<file path="config.mk">
export PLATFORM = sky130hd
export DESIGN_NAME = plane_scale_gen
export DESIGN_NICKNAME = d
export VERILOG_FILES = /design/src/rtl/plane_scale_pkg.sv /design/src/rtl/psg_axis_mode.sv /design/src/rtl/psg_seq_div.sv /design/src/rtl/psg_word_seq.sv /design/src/rtl/plane_scale_gen.sv
export SDC_FILE = /design/constraint.sdc
export NUM_CORES = 1
export LEC_CHECK = 0
export ABC_AREA = 1
export BUFFER_PORTS_ARGS = -buffer_cell sky130_fd_sc_hd__buf_4
export CAP_MARGIN = 20
export CORE_ASPECT_RATIO = 0.6
export CORE_MARGIN = 4
export CORE_UTILIZATION = 25
export DETAILED_ROUTE_END_ITERATION = 10
export SYNTH_ARGS = -nofsm -noshare
export SYNTH_HDL_FRONTEND = slang
export SYNTH_HIERARCHICAL = 1
export SYNTH_SLANG_ARGS = --single-unit
</file>
<file path="constraint.sdc">
create_clock -name clk_i -period 2.2 [get_ports clk_i]
set_input_delay 0.11 -clock clk_i [delete_from_list [all_inputs] [get_ports clk_i]]
set_output_delay 0.11 -clock clk_i [all_outputs]
set_load 0.005 [all_outputs]
</file>
<file path="src/rtl/plane_scale_pkg.sv">
`timescale 1ns/1ps
package plane_scale_pkg;

  typedef enum logic [1:0] {
    MODE_NONE = 2'd0,
    MODE_TPZ  = 2'd1,
    MODE_PPF  = 2'd2
  } scl_mode_e;

  localparam int PPF_SCL_W = 17;
  localparam int TPZ_SCL_W = 21;
  localparam int RECIP_W   = 16;
  localparam logic [31:0] CTX_WORD = 32'hC0C0_C0C0;

  // descriptor slot order; emission order depends on it
  localparam int SLOT_SIZE     = 0;
  localparam int SLOT_LBUF     = 1;
  localparam int SLOT_HPPF     = 2;
  localparam int SLOT_VPPF     = 3;
  localparam int SLOT_VPPF_CTX = 4;
  localparam int SLOT_HTPZ0    = 5;
  localparam int SLOT_HTPZ1    = 6;
  localparam int SLOT_VTPZ0    = 7;
  localparam int SLOT_VTPZ1    = 8;
  localparam int SLOT_VTPZ_CTX = 9;
  localparam int SLOT_KERN0    = 10;
  localparam int NUM_KERN      = 4;
  localparam int NUM_SLOTS     = SLOT_KERN0 + NUM_KERN;

  function automatic logic [2:0] scl_code(scl_mode_e h, scl_mode_e v);
    logic [2:0] c;
    c = 3'd0;
    if      (h == MODE_PPF  && v == MODE_PPF ) c = 3'd0;
    else if (h == MODE_TPZ  && v == MODE_PPF ) c = 3'd1;
    else if (h == MODE_PPF  && v == MODE_TPZ ) c = 3'd2;
    else if (h == MODE_TPZ  && v == MODE_TPZ ) c = 3'd3;
    else if (h == MODE_PPF  && v == MODE_NONE) c = 3'd4;
    else if (h == MODE_NONE && v == MODE_PPF ) c = 3'd5;
    else if (h == MODE_NONE && v == MODE_TPZ ) c = 3'd6;
    else if (h == MODE_TPZ  && v == MODE_NONE) c = 3'd7;
    return c;
  endfunction

  // lowest set bit strictly above 'after'; -1 when none
  function automatic int pick_above(logic [15:0] m, int after);
    int r;
    r = -1;
    for (int i = 15; i >= 0; i--) begin
      if (m[i] && i > after) r = i;
    end
    return r;
  endfunction

endpackage

</file>
<file path="src/rtl/psg_axis_mode.sv">
`timescale 1ns/1ps
module psg_axis_mode
  import plane_scale_pkg::*;
#(
  parameter int SRC_INT_W = 16,
  parameter int FRAC_W    = 16,
  parameter int DIM_W     = 12
) (
  input  logic [SRC_INT_W+FRAC_W-1:0] src_i,
  input  logic [DIM_W-1:0]            dst_i,
  output scl_mode_e                   mode_o,
  output logic [SRC_INT_W-1:0]        src_int_o,
  output logic                        frac_err_o,
  output logic                        zero_err_o
);

  logic [SRC_INT_W-1:0] dst_ext;

  assign src_int_o  = src_i[SRC_INT_W+FRAC_W-1:FRAC_W];
  assign frac_err_o = |src_i[FRAC_W-1:0];
  assign zero_err_o = (dst_i == '0);
  assign dst_ext    = SRC_INT_W'(dst_i);

  always_comb begin
    if (dst_ext > src_int_o)      mode_o = MODE_PPF;
    else if (dst_ext < src_int_o) mode_o = MODE_TPZ;
    else                          mode_o = MODE_NONE;
  end

endmodule

</file>
<file path="src/rtl/psg_seq_div.sv">
`timescale 1ns/1ps
module psg_seq_div #(
  parameter int W = 32
) (
  input  logic         clk_i,
  input  logic         rst_ni,
  input  logic         start_i,
  input  logic [W-1:0] num_i,
  input  logic [W-1:0] den_i,
  output logic         done_o,
  output logic [W-1:0] quo_o
);

  localparam int CNT_W = $clog2(W + 1);

  logic [W-1:0]     rem_q, quo_q, den_q;
  logic [CNT_W-1:0] cnt_q;
  logic             busy_q;
  logic [W:0]       shifted, diff;

  assign shifted = {rem_q, quo_q[W-1]};
  assign diff    = shifted - {1'b0, den_q};
  assign quo_o   = quo_q;

  always_ff @(posedge clk_i or negedge rst_ni) begin
    if (!rst_ni) begin
      rem_q  <= '0;
      quo_q  <= '0;
      den_q  <= '0;
      cnt_q  <= '0;
      busy_q <= 1'b0;
      done_o <= 1'b0;
    end else begin
      done_o <= 1'b0;
      if (start_i) begin
        rem_q  <= '0;
        quo_q  <= num_i;
        den_q  <= den_i;
        cnt_q  <= CNT_W'(W);
        busy_q <= 1'b1;
      end else if (busy_q) begin
        if (!diff[W]) begin
          rem_q <= diff[W-1:0];
          quo_q <= {quo_q[W-2:0], 1'b1};
        end else begin
          rem_q <= shifted[W-1:0];
          quo_q <= {quo_q[W-2:0], 1'b0};
        end
        cnt_q <= cnt_q - 1'b1;
        if (cnt_q == CNT_W'(1)) begin
          busy_q <= 1'b0;
          done_o <= 1'b1;
        end
      end
    end
  end

endmodule

</file>
<file path="src/rtl/psg_word_seq.sv">
`timescale 1ns/1ps
module psg_word_seq
  import plane_scale_pkg::*;
#(
  parameter int WORD_W = 32,
  parameter int DIM_W  = 12,
  parameter int KOFF_W = 14
) (
  input  logic                 clk_i,
  input  logic                 rst_ni,
  input  logic                 start_i,
  input  logic                 ready_i,
  input  scl_mode_e            h_mode_i,
  input  scl_mode_e            v_mode_i,
  input  logic [DIM_W-1:0]     dst_w_i,
  input  logic [DIM_W-1:0]     dst_h_i,
  input  logic [WORD_W-1:0]    lbuf_base_i,
  input  logic [KOFF_W-1:0]    kern_off_i,
  input  logic [TPZ_SCL_W-1:0] h_scale_i,
  input  logic [TPZ_SCL_W-1:0] v_scale_i,
  input  logic [RECIP_W-1:0]   h_recip_i,
  input  logic [RECIP_W-1:0]   v_recip_i,
  output logic                 valid_o,
  output logic [WORD_W-1:0]    data_o,
  output logic                 fin_o
);

  localparam int SLOT_W = $clog2(NUM_SLOTS);

  logic [NUM_SLOTS-1:0] mask;
  logic [SLOT_W-1:0]    slot_q;
  logic                 any_ppf, hs;
  int                   first_slot, next_slot;

  assign any_ppf = (h_mode_i == MODE_PPF) || (v_mode_i == MODE_PPF);

  always_comb begin
    mask                = '0;
    mask[SLOT_SIZE]     = 1'b1;
    mask[SLOT_LBUF]     = (v_mode_i != MODE_NONE);
    mask[SLOT_HPPF]     = (h_mode_i == MODE_PPF);
    mask[SLOT_VPPF]     = (v_mode_i == MODE_PPF);
    mask[SLOT_VPPF_CTX] = (v_mode_i == MODE_PPF);
    mask[SLOT_HTPZ0]    = (h_mode_i == MODE_TPZ);
    mask[SLOT_HTPZ1]    = (h_mode_i == MODE_TPZ);
    mask[SLOT_VTPZ0]    = (v_mode_i == MODE_TPZ);
    mask[SLOT_VTPZ1]    = (v_mode_i == MODE_TPZ);
    mask[SLOT_VTPZ_CTX] = (v_mode_i == MODE_TPZ);
    for (int k = 0; k < NUM_KERN; k++) mask[SLOT_KERN0+k] = any_ppf;
  end

  assign first_slot = pick_above(16'(mask), -1);
  assign next_slot  = pick_above(16'(mask), int'(slot_q));
  assign hs         = valid_o && ready_i;
  assign fin_o      = hs && (next_slot < 0);

  function automatic logic [WORD_W-1:0] ppf_word(logic [PPF_SCL_W-1:0] s);
    logic [WORD_W-1:0] w;
    w = '0;
    w[30] = 1'b1;
    w[8 +: PPF_SCL_W] = s;
    return w;
  endfunction

  function automatic logic [WORD_W-1:0] tpz_word(logic [TPZ_SCL_W-1:0] s);
    logic [WORD_W-1:0] w;
    w = '0;
    w[8 +: TPZ_SCL_W] = s;
    return w;
  endfunction

  always_comb begin
    data_o = '0;
    case (int'(slot_q))
      SLOT_SIZE: begin
        data_o[DIM_W-1:0]  = dst_w_i;
        data_o[16 +: DIM_W] = dst_h_i;
      end
      SLOT_LBUF:     data_o = lbuf_base_i;
      SLOT_HPPF:     data_o = ppf_word(h_scale_i[PPF_SCL_W-1:0]);
      SLOT_VPPF:     data_o = ppf_word(v_scale_i[PPF_SCL_W-1:0]);
      SLOT_VPPF_CTX: data_o = WORD_W'(CTX_WORD);
      SLOT_HTPZ0:    data_o = tpz_word(h_scale_i);
      SLOT_HTPZ1:    data_o = WORD_W'(h_recip_i);
      SLOT_VTPZ0:    data_o = tpz_word(v_scale_i);
      SLOT_VTPZ1:    data_o = WORD_W'(v_recip_i);
      SLOT_VTPZ_CTX: data_o = WORD_W'(CTX_WORD);
      default:       data_o = WORD_W'(kern_off_i);
    endcase
  end

  always_ff @(posedge clk_i or negedge rst_ni) begin
    if (!rst_ni) begin
      valid_o <= 1'b0;
      slot_q  <= '0;
    end else if (start_i) begin
      valid_o <= 1'b1;
      slot_q  <= SLOT_W'(first_slot);
    end else if (hs) begin
      if (next_slot >= 0) slot_q <= SLOT_W'(next_slot);
      else                valid_o <= 1'b0;
    end
  end

endmodule

</file>
<file path="src/rtl/plane_scale_gen.sv">
`timescale 1ns/1ps
module plane_scale_gen
  import plane_scale_pkg::*;
#(
  parameter int SRC_INT_W = 16,
  parameter int FRAC_W    = 16,
  parameter int DIM_W     = 12,
  parameter int KOFF_W    = 14,
  parameter int WORD_W    = SRC_INT_W + FRAC_W
) (
  input  logic                        clk_i,
  input  logic                        rst_ni,
  input  logic                        req_valid_i,
  output logic                        req_ready_o,
  input  logic [SRC_INT_W+FRAC_W-1:0] src_w_i,
  input  logic [SRC_INT_W+FRAC_W-1:0] src_h_i,
  input  logic [FRAC_W-1:0]           src_x_frac_i,
  input  logic [FRAC_W-1:0]           src_y_frac_i,
  input  logic [DIM_W-1:0]            dst_w_i,
  input  logic [DIM_W-1:0]            dst_h_i,
  input  logic                        cursor_i,
  input  logic [WORD_W-1:0]           lbuf_base_i,
  input  logic [KOFF_W-1:0]           kern_off_i,
  output logic                        err_o,
  output logic [WORD_W-1:0]           ctl_o,
  output logic [WORD_W-1:0]           lbuf_size_o,
  output logic                        word_valid_o,
  input  logic                        word_ready_i,
  output logic [WORD_W-1:0]           word_data_o,
  output logic                        done_o
);

  localparam int LB_W    = SRC_INT_W + 5;
  localparam int NUM_OPS = 4;

  typedef enum logic [2:0] {ST_IDLE, ST_GO, ST_WAIT, ST_EMIT, ST_FIN} st_e;

  // axis 0 = horizontal, axis 1 = vertical
  logic [SRC_INT_W+FRAC_W-1:0] ax_src [2];
  logic [DIM_W-1:0]            ax_dst [2];
  scl_mode_e                   ax_mode [2];
  logic [SRC_INT_W-1:0]        ax_int [2];
  logic [1:0]                  ax_frac, ax_zero;

  assign ax_src[0] = src_w_i;
  assign ax_src[1] = src_h_i;
  assign ax_dst[0] = dst_w_i;
  assign ax_dst[1] = dst_h_i;

  for (genvar a = 0; a < 2; a++) begin : g_axis
    psg_axis_mode #(
      .SRC_INT_W(SRC_INT_W),
      .FRAC_W   (FRAC_W),
      .DIM_W    (DIM_W)
    ) u_mode (
      .src_i     (ax_src[a]),
      .dst_i     (ax_dst[a]),
      .mode_o    (ax_mode[a]),
      .src_int_o (ax_int[a]),
      .frac_err_o(ax_frac[a]),
      .zero_err_o(ax_zero[a])
    );
  end

  st_e                  st_q;
  logic                 accept, unity_now, err_now;
  logic [NUM_OPS-1:0]   need_now, need_q;
  logic [1:0]           op_q;
  int                   first_op, next_op;
  logic [SRC_INT_W-1:0] src_int_q [2];
  logic [DIM_W-1:0]     dst_q [2];
  scl_mode_e            mode_q [2];
  logic [WORD_W-1:0]    lbuf_base_q;
  logic [KOFF_W-1:0]    koff_q;
  logic [WORD_W-1:0]    scale_q [2];
  logic [RECIP_W-1:0]   recip_q [2];
  logic                 div_start, div_done;
  logic [WORD_W-1:0]    div_num, div_den, div_q;
  logic                 seq_start, seq_fin;
  logic [SRC_INT_W-1:0] pix;
  logic [LB_W-1:0]      lb_raw, lb_sum, lb_rnd;
  logic [2:0]           code_now;

  assign req_ready_o = (st_q == ST_IDLE);
  assign accept      = req_valid_i && req_ready_o;
  assign unity_now   = (ax_mode[0] == MODE_NONE) && (ax_mode[1] == MODE_NONE);
  assign err_now     = (|ax_frac) || (|src_x_frac_i) || (|src_y_frac_i) ||
                       (|ax_zero) || (cursor_i && !unity_now);
  assign code_now    = scl_code(ax_mode[0], ax_mode[1]);

  // op index: bit1 = axis, bit0 = reciprocal
  assign need_now = {ax_mode[1] == MODE_TPZ, ax_mode[1] != MODE_NONE,
                     ax_mode[0] == MODE_TPZ, ax_mode[0] != MODE_NONE};
  assign first_op = pick_above(16'(need_now), -1);
  assign next_op  = pick_above(16'(need_q), int'(op_q));

  // worst-case pixels per line
  assign pix    = (SRC_INT_W'(dst_w_i) > ax_int[0]) ? SRC_INT_W'(dst_w_i) : ax_int[0];
  assign lb_raw = (ax_mode[1] == MODE_TPZ) ? LB_W'({pix, 3'b000}) : LB_W'({pix, 4'b0000});
  assign lb_sum = lb_raw + LB_W'(31);
  assign lb_rnd = lb_sum & ~LB_W'(31);

  assign div_num   = op_q[0] ? '1 : {src_int_q[op_q[1]], FRAC_W'(0)};
  assign div_den   = op_q[0] ? scale_q[op_q[1]] : WORD_W'(dst_q[op_q[1]]);
  assign div_start = (st_q == ST_GO);
  assign seq_start = (st_q == ST_WAIT) && div_done && (next_op < 0);
  assign done_o    = (st_q == ST_FIN);

  psg_seq_div #(.W(WORD_W)) u_div (
    .clk_i  (clk_i),
    .rst_ni (rst_ni),
    .start_i(div_start),
    .num_i  (div_num),
    .den_i  (div_den),
    .done_o (div_done),
    .quo_o  (div_q)
  );

  psg_word_seq #(
    .WORD_W(WORD_W),
    .DIM_W (DIM_W),
    .KOFF_W(KOFF_W)
  ) u_seq (
    .clk_i      (clk_i),
    .rst_ni     (rst_ni),
    .start_i    (seq_start),
    .ready_i    (word_ready_i),
    .h_mode_i   (mode_q[0]),
    .v_mode_i   (mode_q[1]),
    .dst_w_i    (dst_q[0]),
    .dst_h_i    (dst_q[1]),
    .lbuf_base_i(lbuf_base_q),
    .kern_off_i (koff_q),
    .h_scale_i  (scale_q[0][TPZ_SCL_W-1:0]),
    .v_scale_i  (scale_q[1][TPZ_SCL_W-1:0]),
    .h_recip_i  (recip_q[0]),
    .v_recip_i  (recip_q[1]),
    .valid_o    (word_valid_o),
    .data_o     (word_data_o),
    .fin_o      (seq_fin)
  );

  always_ff @(posedge clk_i or negedge rst_ni) begin
    if (!rst_ni) begin
      st_q        <= ST_IDLE;
      err_o       <= 1'b0;
      ctl_o       <= '0;
      lbuf_size_o <= '0;
      need_q      <= '0;
      op_q        <= '0;
      lbuf_base_q <= '0;
      koff_q      <= '0;
      for (int a = 0; a < 2; a++) begin
        src_int_q[a] <= '0;
        dst_q[a]     <= '0;
        mode_q[a]    <= MODE_NONE;
        scale_q[a]   <= '0;
        recip_q[a]   <= '0;
      end
    end else begin
      err_o <= accept && err_now;
      case (st_q)
        ST_IDLE: begin
          if (accept && !err_now) begin
            for (int a = 0; a < 2; a++) begin
              src_int_q[a] <= ax_int[a];
              dst_q[a]     <= ax_dst[a];
              mode_q[a]    <= ax_mode[a];
            end
            lbuf_base_q <= lbuf_base_i;
            koff_q      <= kern_off_i;
            need_q      <= need_now;
            ctl_o       <= '0;
            ctl_o[4]    <= unity_now;
            ctl_o[7:5]  <= code_now;
            ctl_o[10:8] <= code_now;
            lbuf_size_o <= unity_now ? '0 : WORD_W'(lb_rnd);
            if (first_op < 0) begin
              st_q <= ST_FIN;
            end else begin
              op_q <= 2'(first_op);
              st_q <= ST_GO;
            end
          end
        end
        ST_GO: st_q <= ST_WAIT;
        ST_WAIT: begin
          if (div_done) begin
            if (op_q[0]) recip_q[op_q[1]] <= div_q[RECIP_W-1:0];
            else         scale_q[op_q[1]] <= div_q;
            if (next_op >= 0) begin
              op_q <= 2'(next_op);
              st_q <= ST_GO;
            end else begin
              st_q <= ST_EMIT;
            end
          end
        end
        ST_EMIT: if (seq_fin) st_q <= ST_FIN;
        default: st_q <= ST_IDLE;
      endcase
    end
  end

endmodule

</file>
==> run summary <==
sequential area share after synthesis: 41.0%
WL met2: 30.9 mm
CTS Buffer Depth: 3
most used flip-flop cell after synthesis: dfrtp_1
Fmax achieved: 0.403 GHz
boundary pin count: 271
CP cell instances: buf_6 > nor2_4 > inv_2 > o21ai_4 > buf_12 > buf_4 > nand2_4 > nand4_1 > buf_4
Post-DP Area: 0.0259 mm2
area grow syn2layout: 47.4%
worst r2r path cells: 15
setup TNS: -9.97 ns
largest net degree at the start of global routing: 77
startpoint types: register
kind of critical path: reg2out
Num CTS Buffers: 35
EDFF count, synth: 0
Initial Utilization: 25.3%
met1 WL: 40.6 mm
Routed Antenna Nets: 0
Die H: 231 um
Fin Hold WS: 0.0462 ns
unrepaired setup endpoints after global routing: true
Synth cell types: 58
TritonRoute pass-1 iters: 8
worst slew pin tran: 0.766 ns
Core Box Area: 0.0819 mm2
grt total ovfl: 0
Yosys reg bits: 340
clk slew on worst S/H paths: 0.08 ns
clock root cell: clkbuf_16
Vias: 21.8k
die area: 0.0878 mm2
first-pass GRT wire length: 121 mm
FFs w/ async S/R, synth: 100%
DRC: 0
num rows: 81
via/cell ratio: 4.71
Antenna Cells: 0
required time worst endpoint: 2.09 ns
final-report hold violation count: 0
Clock Skew: 0.0232 ns
Routed WL per cell: 18.0 um
synth warn: 6
Initial DRC Count: 2451
Worst Hold Path Cells: 4
CTS tree: done
leakage: 15.8 nW
violated checks: setup timing
Die X: 380 um
Post-Syn Area: 0.0208 mm2
commonest non-fill, non-tap cell in the layout: nand2_1
Total GRT Usage: 17.7%
CP arrival: 2.37 ns
vias in the first global route: 19.9k
pwr dens: 587 mW/mm2
post-route design area: 0.0306 mm2
Final HPWL DP: 58.9 mm
highest-count cells in the layout ignoring fill and taps: nand2_1 (1022), buf_4 (522), dfrtp_1 (337), inv_1 (309), o21ai_0 (179)
Buf/Inv on CP: 5
Cells after Synth: 2909
CTS Sinks: 340
max incr delay on CP: 0.49 ns
status: finished with violations
Placer Congestion: 0.933
WP depth: 9
# H-tree levels: 2
Max transition margin: 48.9%
period utilisation layout: 113%
initial antenna violation count: 2
cell type group with the largest total delay on the critical path: buffers and inverters
worst vdd ir: 0.413 mV
post-route minimum period: 2.48 ns
PnR worst setup slack: -0.280 ns
DR top layer: met5
met3 WL: 10.7 mm
Slowest-stage cell, CP: dfrtp_2
layout cells sized above 1: 29.2%
I/O Buffers: 229
Max FO, Critical Path: 7
nets: 3766
critical path's most frequent cell: buf_4
final wirelength: 83.1 mm
Skew-Pair Late Insertion Delay: 0.57 ns
max_cap viols: 0
worst hold path type: in2reg
Final setup viols: 61
Pins Over Slew Limit: 0
CP Capture Type: output pin
Avg Cell Area, Syn: 7.13 um2
registers in the layout, summed over array words and instances, names as in the netlist:
name           flops
need_q             3
lbuf_size_o       16
op_q               2
u_div/rem_q       32
ctl_o              4
st_q               3
u_seq/slot_q       4
lbuf_base_q       32
err_o              1
koff_q            14
scale_q           64
u_div/den_q       32
mode_q             4
recip_q           32
src_int_q         32
u_div/quo_o       32
u_div/done_o       1
u_div/busy_q       1
u_seq/valid_o      1
dst_q             24
u_div/cnt_q        6
cells by family after synthesis:
group | after synthesis | share of synthesized area (%)
buffers and inverters | 535 | 11.7
adder cells (fa/ha/maj) | 71 | 4.32
XOR/XNOR | 15 | 0.633
other | 1 | 0.0181
flip-flops | 340 | 41.0
AND/OR/NAND/NOR | 1598 | 32.5
AO/OA/AOI/OAI | 349 | 9.82
power by group:
part	switching [mW]	internal [mW]	total, mW
Sequential	0.0756	6.30	6.37
Combinational	2.59	2.20	4.78
Clock	2.80	4.00	6.79
Total	5.46	12.5	18.0
worst reg2reg max path, cell delays in order, from the launching register on:
cell     delay, ns
dfrtp_1       0.36
inv_1         0.11
ha_1          0.28
nand2_1       0.19
inv_1         0.06
nand2_1       0.06
nand2_1       0.09
nand2_1       0.08
nand2_1       0.12
a21oi_4       0.25
nand3_4       0.14
nand2_8       0.18
buf_12        0.16
nand2_4       0.07
nand3_1       0.09
nand2_1       0.06
path summary, 6_finish.rpt:
check                           startpoint         endpoint  slack, ns
min                             dst_w_i[1]        dst_q[13]       0.05
min in group asynchronous           rst_ni      recip_q[23]       0.17
max in group asynchronous           rst_ni    src_int_q[31]       1.18
max reg2reg                u_div/den_q[27]  u_div/rem_q[22]      -0.21
min reg2reg                     koff_q[11]       koff_q[11]       0.48
max                        u_seq/slot_q[2]  word_data_o[19]      -0.28
area by class of cell:
cell class / count / area, um2
Clock inverter: 16 / 287
Clock buffer: 46 / 978
Sequential cell: 340 / 8510
Timing Repair Buffer: 721 / 6710
Inverter: 349 / 1400
Fill cell: 8337 / 51300
Tap cell: 1079 / 1350
Multi-Input combinational cell: 2077 / 11400
per-stage QoR:
| step | std cells | worst slack, ns | util (%) | power, mW |
|---|---|---|---|---|
| 2_1_floorplan | 2949 | -0.0454 | - | 7.91 |
| 3_3_place_gp | 4402 | -0.549 | 31.6 | 9.39 |
| 3_5_place_dp | 4402 | -0.603 | 31.6 | 9.39 |
| 4_1_cts | 4592 | -0.215 | 35.6 | 17.5 |
| 5_1_grt | 4628 | -0.332 | 37.4 | 18.6 |
| 6_report | 4628 | -0.280 | 37.4 | 18.0 |
layer usage:
layer	vias up	GRT usage [%]
met5	-	0
met4	2	2.41
met3	73	4.81
met2	1011	22.7
met1	10300	28.9
li1	10400	-
cell usage after synthesis (all sizes together), types with 3 or more instances:
cell / number / area [um2]
o211ai: 5 / 37.5
and3: 6 / 40.0
buf: 115 / 850
nor3: 17 / 106
nand2: 1175 / 4500
o221ai: 28 / 245
a21oi: 55 / 279
o21bai: 5 / 37.5
a22oi: 18 / 145
a21o: 7 / 52.6
o31ai: 3 / 22.5
and2: 3 / 18.8
dfrtp: 340 / 8510
nor4: 24 / 150
inv: 347 / 1310
o21ai: 211 / 1080
nand3: 183 / 976
xnor2: 13 / 114
a22o: 9 / 78.8
clkbuf: 71 / 267
nor2: 144 / 623
nand4: 37 / 262
ha: 70 / 876
nand3b: 5 / 37.5
what timing repair did:
| item | 4_1_cts | 5_1_grt |
|---|---|---|
| setup buffers | 35 | 23 |
| gates cloned | 8 | 17 |
| setup endpoints to repair | 95 | 194 |
| endpoints found under the hold margin | 149 | 0 |
| pin swaps | 65 | 98 |
| hold buffers | 86 | 0 |
| resized for setup | 170 | 253 |
Power figures use the tool's default switching activity.
